## config.mk

```make
export PLATFORM = sky130hd
export DESIGN_NAME = colmix_unit
export DESIGN_NICKNAME = d
export VERILOG_FILES = /design/src/rtl/colmix_pkg.sv /design/src/rtl/gf_dbl.sv /design/src/rtl/colmix_core.sv /design/src/rtl/colmix_ostage.sv /design/src/rtl/colmix_unit.sv
export SDC_FILE = /design/constraint.sdc
export NUM_CORES = 1
export LEC_CHECK = 0
export BUFFER_PORTS_ARGS = -buffer_cell sky130_fd_sc_hd__clkbuf_2
export CORE_UTILIZATION = 57
export CTS_CLUSTER_SIZE = 12
export DETAILED_ROUTE_END_ITERATION = 8
export PLACE_DENSITY = 0.79
export SETUP_SLACK_MARGIN = 0.2
export SYNTH_ARGS = -nofsm -noshare
export SYNTH_HDL_FRONTEND = slang
export SYNTH_SLANG_ARGS = --single-unit
```

## constraint.sdc

```tcl
create_clock -name clk -period 2.8 [get_ports clk]
set_input_delay 0.42 -clock clk [delete_from_list [all_inputs] [get_ports clk]]
set_output_delay 0.42 -clock clk [all_outputs]
set_load 0.03 [all_outputs]
```

## src/rtl/colmix_pkg.sv

```systemverilog
// Package colmix_pkg
// Shared widths and the byte type for the column mixer.
// Assumes eight byte lanes per column; the mixing network depends on that count.
package colmix_pkg;
    localparam int LANES  = 8;
    localparam int BYTE_W = 8;
    localparam int COL_W  = LANES * BYTE_W;
    localparam logic [BYTE_W-1:0] REDUCE = 8'h1b;

    typedef logic [BYTE_W-1:0] lane_t;
endpackage

```

## src/rtl/gf_dbl.sv

```systemverilog
// Module gf_dbl
// Multiplies one byte by two in GF(2^8) with the polynomial x^8+x^4+x^3+x+1.
// Assumes nothing beyond a full byte on its input; purely combinational.
module gf_dbl
    import colmix_pkg::*;
(
    input  lane_t din,
    output lane_t dout
);
    // shift and conditionally reduce
    always_comb begin
        dout = {din[BYTE_W-2:0], 1'b0} ^ (din[BYTE_W-1] ? REDUCE : '0);
    end

    // the low bit of a doubled byte must carry the dropped top bit
    always_comb begin
        assert_dbl_lowbit_R1: assert (dout[0] == din[BYTE_W-1]);
    end
endmodule

```

## src/rtl/colmix_core.sv

```systemverilog
// Module colmix_core
// Combinational column mix built from shared XOR terms and two doublings per
// byte. Assumes lane 0 sits in the top byte of the column, lane 7 at the bottom.
module colmix_core
    import colmix_pkg::*;
(
    input  logic [COL_W-1:0] col_i,
    output logic [COL_W-1:0] col_o
);
    lane_t a [LANES];
    lane_t t [LANES];
    lane_t x [LANES];
    lane_t y [LANES];
    lane_t z [LANES];
    lane_t w [LANES];
    lane_t v [LANES];

    for (genvar i = 0; i < LANES; i++) begin : g_lane
        // unpack the lane from the column
        assign a[i] = col_i[COL_W-1-BYTE_W*i -: BYTE_W];
        // pairwise neighbour sum
        assign t[i] = a[i] ^ a[(i+1) % LANES];
        // sum of two pair terms three lanes apart
        assign x[i] = t[i] ^ t[(i+3) % LANES];
        // five-byte partial sum reused twice
        assign y[i] = t[i] ^ t[(i+2) % LANES] ^ a[(i+6) % LANES];
        // first doubling
        gf_dbl u_dbl_z (.din(x[i]), .dout(z[i]));
        // add the partial sum four lanes ahead
        assign w[i] = z[i] ^ y[(i+4) % LANES];
        // second doubling
        gf_dbl u_dbl_v (.din(w[i]), .dout(v[i]));
        // final combine and repack
        assign col_o[COL_W-1-BYTE_W*i -: BYTE_W] = v[(i+3) % LANES] ^ y[(i+4) % LANES];
    end

    // the map is linear, so zero in must give zero out
    always_comb begin
        if (col_i == '0) begin
            assert_zero_map_R4: assert (col_o == '0);
        end
    end
endmodule

```

## src/rtl/colmix_ostage.sv

```systemverilog
// Module colmix_ostage
// One-entry output register with a valid/ready handshake. Loads when empty or
// when the held entry drains in the same cycle. Synchronous active-low reset.
module colmix_ostage #(
    parameter int W = 64
) (
    input  logic         clk,
    input  logic         rst_n,
    input  logic         in_valid,
    output logic         in_ready,
    input  logic [W-1:0] in_data,
    output logic         out_valid,
    input  logic         out_ready,
    output logic [W-1:0] out_data
);
    logic take;

    // accept when empty or being drained this cycle
    always_comb begin
        in_ready = !out_valid || out_ready;
        take     = in_valid && in_ready;
    end

    // hold, load or drain the single entry
    always_ff @(posedge clk) begin
        if (!rst_n) begin
            out_valid <= 1'b0;
            out_data  <= '0;
        end else if (take) begin
            out_valid <= 1'b1;
            out_data  <= in_data;
        end else if (out_ready) begin
            out_valid <= 1'b0;
        end
    end

    // an accepted column shows up one edge later
    assert_accept_latency_R5: assert property (@(posedge clk) disable iff (!rst_n)
        in_valid && in_ready |=> out_valid && out_data == $past(in_data));

    // a stalled result neither moves nor vanishes
    assert_stall_hold_R6: assert property (@(posedge clk) disable iff (!rst_n)
        out_valid && !out_ready |=> out_valid && $stable(out_data));

    // drained with nothing offered leaves the stage empty
    assert_drain_empty_R7: assert property (@(posedge clk) disable iff (!rst_n)
        out_valid && out_ready && !in_valid |=> !out_valid);
endmodule

```

## src/rtl/colmix_unit.sv

```systemverilog
// Module colmix_unit
// Top of the column mixer. REG_OUT = 1 registers the result behind a
// valid/ready stage; REG_OUT = 0 leaves the path combinational.
module colmix_unit
    import colmix_pkg::*;
#(
    parameter bit REG_OUT = 1'b1
) (
    input  logic             clk,
    input  logic             rst_n,
    input  logic             in_valid,
    output logic             in_ready,
    input  logic [COL_W-1:0] in_col,
    output logic             out_valid,
    input  logic             out_ready,
    output logic [COL_W-1:0] out_col
);
    logic [COL_W-1:0] mixed;

    colmix_core u_core (.col_i(in_col), .col_o(mixed));

    if (REG_OUT) begin : g_reg
        colmix_ostage #(.W(COL_W)) u_ostage (
            .clk      (clk),
            .rst_n    (rst_n),
            .in_valid (in_valid),
            .in_ready (in_ready),
            .in_data  (mixed),
            .out_valid(out_valid),
            .out_ready(out_ready),
            .out_data (out_col)
        );
    end else begin : g_pass
        // straight-through handshake and data
        always_comb begin
            out_valid = in_valid;
            in_ready  = out_ready;
            out_col   = mixed;
        end

        // with no storage, acceptance and delivery coincide
        assert_same_cycle_R9: assert property (@(posedge clk) disable iff (!rst_n)
            in_valid && in_ready |-> out_valid && out_ready);
    end
endmodule

```

Word-level counts from Yosys, hierarchy flattened
Cells that the tools add are included.
- register bits: 65
- output and inout port bits: 66
- word-level logic and storage cells: 88
- muxes and demuxes: 18
- bitwise logic cells: 64
- reduce and logical (&&, ||, !) cells: 4
- operators by type and width (kind ; count):
    $xor A8 B8 Y8 ; 64
    $mux W5 ; 16
    $mux W1 ; 2
    $reduce_bool A2 Y1 ; 1
    $logic_and A1 B1 Y1 ; 1
    $logic_not A1 Y1 ; 1
    $logic_or A1 B1 Y1 ; 1

Logic depth before layout (Yosys ltp)
- depth after elaboration: 8
- gate-level depth with buffers: 7
- depth with buffers taken out: 6

Cells and area by module
Synthesis repeated with hierarchy kept, for this count alone.
- cells, all modules: 812
- area total of the unflattened synthesis: 9594.2 sq um
- by module, submodules not included (module ; times used ; area each (sq um) ; cells each):
    colmix_core ; 1 ; 5918.2 ; 402
    colmix_ostage ; 1 ; 2655.0 ; 282
    gf_dbl ; 16 ; 63.8 ; 8

Least setup slack after synthesis
OpenSTA, ideal clock, no wires.
- kind: input to register
- start: in in_col[55]
- end: reg g_reg.u_ostage.out_data[59]
- arrival time: 2.081 ns
- required time: 2.668 ns
- setup slack: 0.587 ns
- stages on the path: 7
- cell sequence: buf_2 xnor2_2 xnor3_1 xnor2_1 xnor3_1 nand2_1 a21oi_1
- cells in the longest elaborated chain, start to end: 7
- RTL lines (element ; RTL line ; RTL):
    start, declared ; colmix_unit.sv:13 ; input logic [COL_W-1:0] in_col,
    $xor A8 B8 Y8 ; colmix_core.sv:22 ; assign t[i] = a[i] ^ a[(i+1) % LANES];
    $xor A8 B8 Y8 (2 in series) ; colmix_core.sv:26 ; assign y[i] = t[i] ^ t[(i+2) % LANES] ^ a[(i+6) % LANES];
    $xor A8 B8 Y8 ; colmix_core.sv:30 ; assign w[i] = z[i] ^ y[(i+4) % LANES];
    $mux W5 ; gf_dbl.sv:12 ; dout = {din[BYTE_W-2:0], 1'b0} ^ (din[BYTE_W-1] ? REDUCE : '0);
    $xor A8 B8 Y8 ; gf_dbl.sv:12 ;
    $xor A8 B8 Y8 ; colmix_core.sv:34 ; assign col_o[COL_W-1-BYTE_W*i -: BYTE_W] = v[(i+3) % LANES] ^ y[(i+4) % LANES];
    end signal, assigned ; colmix_ostage.sv:31 ; out_data <= in_data;
    end, declared ; colmix_ostage.sv:14 ; output logic [W-1:0] out_data
Every way passes these cells.
A chain may end at the register's enable or synchronous reset.

Worst setup path in the final report
- start: in in_col[47]
- end: reg g_reg.u_ostage.out_data[36]
- cells in the longest elaborated chain, start to end: 7
- elaborated cells on any way between the ends: 11
- those cells by class: mux: 2; bitwise: 9
- RTL lines (element ; RTL line):
    $xor A8 B8 Y8 ; colmix_core.sv:22
    $xor A8 B8 Y8 (on tied branches) ; colmix_core.sv:24, colmix_core.sv:26
    $mux W5 or $xor A8 B8 Y8 (tied branches) ; gf_dbl.sv:12, colmix_core.sv:26
    $xor A8 B8 Y8 (on tied branches) ; gf_dbl.sv:12, colmix_core.sv:30
    $xor A8 B8 Y8 (*) ; colmix_core.sv:30
    $xor A8 B8 Y8 (*) ; gf_dbl.sv:12
    $xor A8 B8 Y8 (*) ; colmix_core.sv:34
Mark *: on every way between the ends. The rest lies on a longest branch, timed or not.

==> impl_metrics.py <==
metrics = {
    "outcome": {
        "status": "completed",
    },
    "timing": {
        "setup_violations": 0,
        "fin_skew_ns": 0.00913,
        "hold_viol_final": 0,
        "slew_headroom": 0.495,
        "slew_viol_final": 0,
        "fmax_mhz": 433,
        "period_share": 0.825,
        "min_period_ns": 2.31,
        "rsz0062_at_grt": "no",
        "tns_ns": 0,
        "worst_pin_slew_ns": 0.752,
    },
    "cts": {
        "htree_levels": 3,
        "clkSlewWorstSetupHoldPaths_ns": 0.06,
        "clk_path_buf_depth": 2,
        "clock_sinks": 65,
        "clock_latency_ns": 0.33,
        "cts_tree": "built",
        "cts_buffers": 9,
        "cts_hold_buf": 0,
        "post_cts_resize_count": 0,
        "root_buffer": "clkbuf_16",
        "post_cts_buffers": 0,
    },
    "yosys": {
        "syn_nets": 747,
        "synth_mux_area_frac": 0,
        "synthTopCellsByArea": "xnor2_1, dfxtp_1, xnor3_1",
        "seq_area_frac_synth": 0.194,
        "synth-adder-area-share": 0,
        "ys_seq_elements": 65,
        "synth_xor_area_frac": 0.651,
        "syn_area_um2": 6710,
        "synth_top_area_frac": 0.345,
        "syn_avg_cell_area_um2": 9.88,
        "synth_compound_area_frac": 0.0575,
        "ys_warn_count": 0,
        "syn_inst": 679,
        "yosys.area_share.simple": 0.0687,
        "ys_types": 32,
        "synth_top_family_by_area": "XOR/XNOR gates",
        "yosysTopAreaCell": "xnor2_1",
    },
    "grt": {
        "overflow": 0,
        "grt_pass1_wl_um": 28300,
        "grt_start_max_net_pins": 91,
        "track_usage": 0.304,
        "antenna_found_initial": 0,
        "grt_pass1_vias": 5145,
    },
    "place": {
        "gp_congestion": 0.935,
        "io_buffers": 133,
        "hpwl_um": 15000,
    },
    "detailed_routing": {
        "wl_um": 18100,
        "drt-initial-drc-count": 453,
        "ant_nets": 0,
        "wl_per_cell_um": 19.2,
        "drcViolationCount": 0,
        "routed_via_density": 5.34,
        "dr.pass1.iters": 5,
        "vias": 5034,
    },
    "floorplanning": {
        "die_w_um": 110,
        "die_h_um": 110,
        "coreArea_um2": 11400,
        "ios": 134,
        "fp-row-count": 39,
        "initial_core_util": 0.587,
        "dieArea_um2": 12200,
    },
    "min_path": {
        "min_from": "in_valid",
        "hold_path.class": "in -> reg",
    },
    "worst_setup_path": {
        "cpMaxStageDelayCell": "xor3_4",
        "cpMostUsedCell": "xnor2_2",
        "path_cells": "clkbuf_2 > xnor2_2 > xor3_4 > xnor2_2 > xor2_1 > nor3_1 > nand3b_1",
        "worst_ep_arrival_time_ns": 2.53,
        "start_kind": "input pin",
        "critPathTopFamily": "XOR/XNOR gates",
        "crit_type": "in -> reg",
        "critPathMaxStageDelay_ns": 0.47,
        "crit_required_ns": 3.02,
        "reg2reg_from": "g_reg.u_ostage.out_valid$_SDFFE_PN0P_",
        "cp_max_fo": 5,
        "setup.worst_path.start": "in_col[47]",
        "path_buf_inv": 1,
        "end_kind": "flop",
    },
    "power_and_ir_drop": {
        "power_mw": 6.90,
        "leakage_nw": 3.38,
        "powerDensity_nw_per_um2": 883,
        "ir_drop_v": 0.000637,
    },
    "finish": {
        "nNetsFinal": 862,
        "drive_above_1_share": 0.230,
        "final_cell_mix": "xnor2_1, clkbuf_2, xor2_1",
        "areaGrowthSynthToFinish_pct": 16.5,
        "mostFrequentLayoutCell": "xnor2_1",
        "antenna-diode-count": 0,
    },
    "run": {
        "drv_cap": 0,
    },
}
[flip-flops by register name (all words and copies together), names as in the netlist]
name and flops:
g_reg.u_ostage.out_valid 1, g_reg.u_ostage.out_data 64
[routing by layer]
| metal | vias up | track usage | wire length (µm) |
|---|---|---|---|
| met5 | - | 0 | 0 |
| met4 | 0 | 0.120 | 590 |
| met3 | 34 | 0.0472 | 1060 |
| met2 | 193 | 0.528 | 9030 |
| met1 | 2386 | 0.377 | 7420 |
| li1 | 2421 | - | - |
[report_power, final]
part | internal, mW | switching [mW]
Clock | 0.688 | 0.419
Combinational | 1.97 | 2.49
Sequential | 1.18 | 0.149
Total | 3.83 | 3.06
[through the flow]
stage | utilization | hold slack, ns | worst slack (ns) | std cells | cell area [µm²]
after floorplan | - | 0.549 | 0.587 | 679 | 6710
after global placement | 0.659 | 0.441 | 0.299 | 926 | 7520
after detailed placement | 0.659 | 0.449 | 0.256 | 926 | 7520
after CTS | 0.684 | 0.336 | 0.536 | 942 | 7810
after global routing | 0.684 | 0.343 | 0.371 | 942 | 7810
final | 0.684 | 0.341 | 0.489 | 942 | 7810
[tightest hold or removal path, delay by kind of cell]
family	cells	cell delay [ns]
compound gates	1	0.06
buf+inv	2	0.15
[synth_stat cells]
cell and n:
inv_1 1, or3_1 1, a21oi_1 13, nand2_1 28, nand3b_1 2, xor3_1 8
o311a_1 1, xnor3_2 2, xor3_4 2, xor3_2 1, clkbuf_1 35, dfxtp_1 65
nand4_1 2, nand2b_1 2, xnor2_1 264, xnor3_1 40, xnor2_2 7, xor2_4 1
o211ai_1 2, nand3_1 13, xor2_1 72, and3_1 2, and2_1 2, xor2_2 4
a211oi_1 33, nor3_1 7, o21ai_0 6, buf_2 9, clkinv_1 1, buf_1 2
a31o_2 2, nor2_1 49
[path summary, 6_finish.rpt]
kind	end	cells past startpoint	slack [ns]
setup / recovery	g_reg.u_ostage.out_data[36]$_SDFFE_PN0P_	7	0.49
setup reg to reg	g_reg.u_ostage.out_data[43]$_SDFFE_PN0P_	5	1.31
hold / removal	g_reg.u_ostage.out_valid$_SDFFE_PN0P_	3	0.34
hold reg to reg	g_reg.u_ostage.out_data[4]$_SDFFE_PN0P_	2	0.45
[cell families (layout without fill, tap and decap cells)]
| kind of cell | after synthesis | after routing |
|---|---|---|
| DFF | 65 | 65 |
| AOI/OAI and AO/OA | 57 | 57 |
| buffers and inverters | 48 | 168 |
| and+or+nand+nor | 108 | 108 |
| xor gates and xnor gates | 401 | 401 |
[final cells by class]
cell class              count  area (µm²)
multi-input cells         566        5220
fillers                   923        3610
flip-flops and latches     65        1300
repair buffers            150         818
clock buffers              11         233
well taps                 143         179
clock inverters             5        56.3
inverters                   2        7.51
(Power assumes the default switching activity.)
